[src/rtl/flash_cmd_seq.sv]
module flash_cmd_seq #(
  parameter int ADDR_W = 18,
  parameter int CMP_W  = 11
) (
  input  logic              clk,
  input  logic              rst_n,
  input  logic              we_n,
  input  logic [ADDR_W-1:0] addr,
  input  logic [7:0]        din,
  input  logic              erase_done,
  output logic              read_status,
  output logic              erase_start,
  output logic              abort
);

  typedef enum logic [2:0] {
    S_IDLE, S_UNL1, S_SETUP, S_UNL2, S_UNL3, S_CONF, S_BUSY, S_DONE
  } st_t;

  localparam logic [CMP_W-1:0] A_HI = CMP_W'('h555);
  localparam logic [CMP_W-1:0] A_LO = CMP_W'('h2AA);

  st_t  state, nxt;
  logic we_q, rise, at_hi, at_lo, step_ok, start_n, abort_n;

  assign rise  = we_n & ~we_q;
  assign at_hi = addr[CMP_W-1:0] == A_HI;
  assign at_lo = addr[CMP_W-1:0] == A_LO;
  assign read_status = (state == S_BUSY) || (state == S_DONE);

  always_comb begin
    case (state)
      S_IDLE, S_UNL2: step_ok = at_hi && din == 8'hAA;
      S_UNL1, S_UNL3: step_ok = at_lo && din == 8'h55;
      S_SETUP:        step_ok = at_hi && din == 8'h80;
      S_CONF:         step_ok = at_hi && din == 8'h10;
      default:        step_ok = 1'b0;
    endcase
  end

  always_comb begin
    nxt = state;
    start_n = 1'b0;
    abort_n = 1'b0;
    case (state)
      S_BUSY: if (erase_done) nxt = S_DONE;
      S_DONE: if (rise && din == 8'hF0) nxt = S_IDLE;
      default:
        if (rise) begin
          if (step_ok) begin
            nxt = st_t'(state + 3'd1);
            start_n = (state == S_CONF);
          end else if (state != S_IDLE) begin
            nxt = S_IDLE;
            abort_n = 1'b1;
          end
        end
    endcase
  end

  always_ff @(posedge clk or negedge rst_n) begin
    if (!rst_n) begin
      state       <= S_IDLE;
      we_q        <= 1'b1;
      erase_start <= 1'b0;
      abort       <= 1'b0;
    end else begin
      state       <= nxt;
      we_q        <= we_n;
      erase_start <= start_n;
      abort       <= abort_n;
    end
  end

  assert_start_single_R3: assert property (@(posedge clk) disable iff (!rst_n)
    erase_start |=> !erase_start);
  assert_start_status_R3: assert property (@(posedge clk) disable iff (!rst_n)
    erase_start |-> read_status);
  assert_abort_single_R5: assert property (@(posedge clk) disable iff (!rst_n)
    abort |=> !abort);
  assert_abort_array_R5: assert property (@(posedge clk) disable iff (!rst_n)
    abort |-> !read_status);
  assert_pulses_exclusive_R5: assert property (@(posedge clk) disable iff (!rst_n)
    $countones({erase_start, abort}) <= 1);
  assert_busy_ignores_R7: assert property (@(posedge clk) disable iff (!rst_n)
    (state == S_BUSY) |=> read_status && !erase_start && !abort);
  assert_exit_on_reset_R8: assert property (@(posedge clk) disable iff (!rst_n)
    (state == S_DONE) && !(rise && din == 8'hF0) |=> read_status);
  assert_no_write_no_move_R2: assert property (@(posedge clk) disable iff (!rst_n)
    !rise && state != S_BUSY |=> $stable(read_status) && !erase_start && !abort);

endmodule

[config.mk]
export PLATFORM = sky130hd
export DESIGN_NAME = flash_cmd_seq
export DESIGN_NICKNAME = d
export VERILOG_FILES = /design/src/rtl/flash_cmd_seq.sv
export SDC_FILE = /design/constraint.sdc
export NUM_CORES = 1
export LEC_CHECK = 0
export BUFFER_PORTS_ARGS = -buffer_cell sky130_fd_sc_hd__buf_2
export CORE_MARGIN = 3
export CORE_UTILIZATION = 46
export CTS_BUF_LIST = sky130_fd_sc_hd__clkbuf_4
export DETAILED_ROUTE_END_ITERATION = 10
export PLACE_DENSITY = 0.9
export SLEW_MARGIN = 10
export SYNTH_ARGS = -nofsm -noshare
export SYNTH_HDL_FRONTEND = slang
export SYNTH_SLANG_ARGS = --single-unit
export TNS_END_PERCENT = 10
[constraint.sdc]
create_clock -name clk -period 2.76 [get_ports clk]
set_input_delay 0.552 -clock clk [delete_from_list [all_inputs] [get_ports clk]]
set_output_delay 0.552 -clock clk [all_outputs]
set_load 0.03 [all_outputs]
==> key figures <==
Run status
  • Status: complete, no violations

Global routing
  • Antenna violations before repair: 0
  • GRT Total Usage: 0.2035
  • Largest net degree at the start of global routing: 13
  • GRT overflow: 0
  • Vias in the first global route: 714
  • First-pass GRT wire length: 2967 um

Placed design
  • PortBufs: 25
  • Post-DP Area: 792.0 sq um
  • Pre-CTS setup slack: between 0.3 and 0.4 ns
  • Placer Congestion: 0.8489
  • DP Cell Count: 110
  • HPWL Detailed: 1425 um

Detailed routing
  • Vias post-DR: 673
  • Via-per-instance ratio: 5.904
  • Wirelength per Cell: roughly 15 um
  • DRC Markers: 0
  • Initial DRC Count: 12
  • Routed wire length: between 1500 and 2000 um
  • Pre-antenna DRT Iters: 4
  • Antenna Violating Nets Remaining: 0

Worst setup path
  • WP data arrival: 2.62 ns
  • Worst r2r src: state[1]
  • CP Max Fanout: 7
  • Setup crit start kind: flip-flop
  • Flop-to-flop setup slack: 0.28 ns
  • CP Data Required Time: 2.90 ns
  • Crit path kind: flip-flop to flip-flop
  • Worst r2r path cells: 7
  • RR Endpoint: state[2]
  • Nature of the critical path endpoint: flip-flop

Timing
  • Endpoints failing setup: 0
  • Max Transition Viols Final: 0
  • Hold Vio Cnt, Final: 0
  • Fin crit period: 2.479 ns
  • RSZ-0062 raised after global routing: false
  • Max-slew headroom: 0.5401
  • Tightest Pin Transition: 0.6841 ns
  • Post-Route Setup TNS: 0 ns
  • Period utilisation layout: 0.8981
  • Worst Slack Setup Final: 0.2812 ns
  • Fmax: around 400 MHz
  • Setup Skew: 0.01014 ns
  • Final hold slack: 0.1101 ns

Yosys
  • Post-synthesis net count: 107
  • Count leader, synth: nand2_1
  • Syn Inst Count: ~70
  • Number of synthesized flops with an enable pin: 0
  • Yosys warns: 0
  • Area contributors post-synth: dfrtp_1, ha_1, mux2i_1, a2111oi_4, dfstp_2
  • Dominant cell type by area after synthesis: dfrtp_1
  • Sequential share of the synthesized area: 0.2345
  • Yosys reg bits: 6
  • Ys async rst share: 1.000
  • Dominant synthesized flop cell: dfrtp_1
  • Leading cell types by count after synthesis: nand2_1, ha_1, dfrtp_1, inv_1, nor3_1
  • Synth unique cells: 33
  • Cell area after synthesis: 645.6 sq um
  • Synth top area share: 0.1938
  • Syn_area_per_cell: approximately 9.1 sq um

Finish
  • Ratio of cells with drive above 1 in the final layout: 0.3600
  • Final Non-Filler Cells: 114
  • Post-Route Utilization: 0.6844
  • Fill cells: 95
  • Area Growth Syn to Fin: 27.33%
  • Final Instance Area: a little over 800 sq um
  • Count of nets after finishing: 137
  • Antenna diodes: 0

Power and ir drop
  • Lkg Pwr: a little under 0.4 nW
  • PwrDens: 546.2 nW/um^2
  • Pwr Total: about 0.45 mW
  • VDD IR max: roughly 0.46 mV

Floorplanning
  • Starting Density: 0.5375
  • Ports: 33
  • DIE AREA: 1889 sq um
  • Rows: 12
  • Die Ht: between 40 and 50 um
  • Die width: 43.47 um
  • Core area: 1201 sq um

Clock network
  • CTS resizes: 0
  • Clk pin slew, worst setup/hold paths: roughly 0.060 ns
  • CTS tree: done
  • Clock Sink Count: 6
  • CTS root buf: clkbuf_4
  • Num CTS Buffers: 3
  • Clk buf depth: 2
  • Hold Buf Count CTS: 0
  • Post-CTS Setup Inserts: 0
  • H-tree Lvls: 1
  • Clock Latency Late Sink: 0.25 ns

Worst hold path
  • HP Class: input pin to async pin

Flow run
  • Max-Cap Viols: 0
logic make-up (layout without fill, tap and decap cells):
logic type / count (synthesis) / in the layout / share of synthesized area
compound gates: 9 / 9 / 0.1415
mux: 4 / 4 / 0.06202
buf+inv: 6 / 35 / 0.03488
flops: 6 / 6 / 0.2345
simple gates: 40 / 40 / 0.4109
fa+ha+maj: 6 / 6 / 0.1163
critical path, stage by stage, from the launching register on:
cell	delay, ns
dfrtp_1	0.45
inv_1	0.15
ha_1	0.25
mux2i_1	0.13
or4_4	0.44
a2111oi_4	0.58
nor2_2	0.08
o41ai_2	0.29
flip-flops by register name, indices dropped and copies added, names as in the netlist:
name	flops
we_q	1
state	3
abort	1
erase_start	1
area by class of cell:
class / instances / area (sq um) / share of cell area
clock buffers: 4 / 30.03 / 0.03653
inverters: 5 / 18.77 / 0.02283
multi-input cells: 59 / 471.7 / 0.5738
flip-flops and latches: 6 / 151.4 / 0.1842
well taps: 14 / 17.52 / 0.02131
repair buffers: 26 / 132.6 / 0.1613
power breakdown:
group | internal (mW) | switching (mW)
Combinational | 0.0952 | 0.116
Clock | 0.0649 | 0.0370
Sequential | 0.107 | 0.0292
cells in the final DEF (no fill, tap or decap), types with 2 or more instances in the layout:
cell type	netlist	routed
nand4_1	2	2
nor2_1	3	3
nand3b_1	2	2
nor3_1	5	5
nor4bb_1	2	2
nor2b_1	4	4
buf_2	0	25
dfrtp_1	5	5
a21oi_1	4	4
mux2i_1	4	4
clkbuf_4	0	4
ha_1	6	6
inv_1	5	5
nand2_1	7	7
nor4b_1	2	2
worst max-delay path by stage:
stage | from | end | slack, ns
2_1_floorplan | state[1] | state[2] | 0.60
3_3_place_gp | state[1] | state[2] | 0.39
3_5_place_dp | state[1] | state[2] | 0.30
4_1_cts | state[1] | state[2] | 0.28
5_1_grt | state[1] | state[2] | 0.06
6_report | state[1] | state[2] | 0.28
per-layer routing:
metal / GRT usage / share of wire / vias to the layer above
li1: - / - / 330
met1: 0.2233 / 0.40 / 325
met2: 0.3717 / 0.55 / 14
met3: 0.04564 / 0.033 / 4
met4: 0.08434 / 0.017 / 0
met5: 0 / 0 / -
Power figures use the tool's default switching activity.
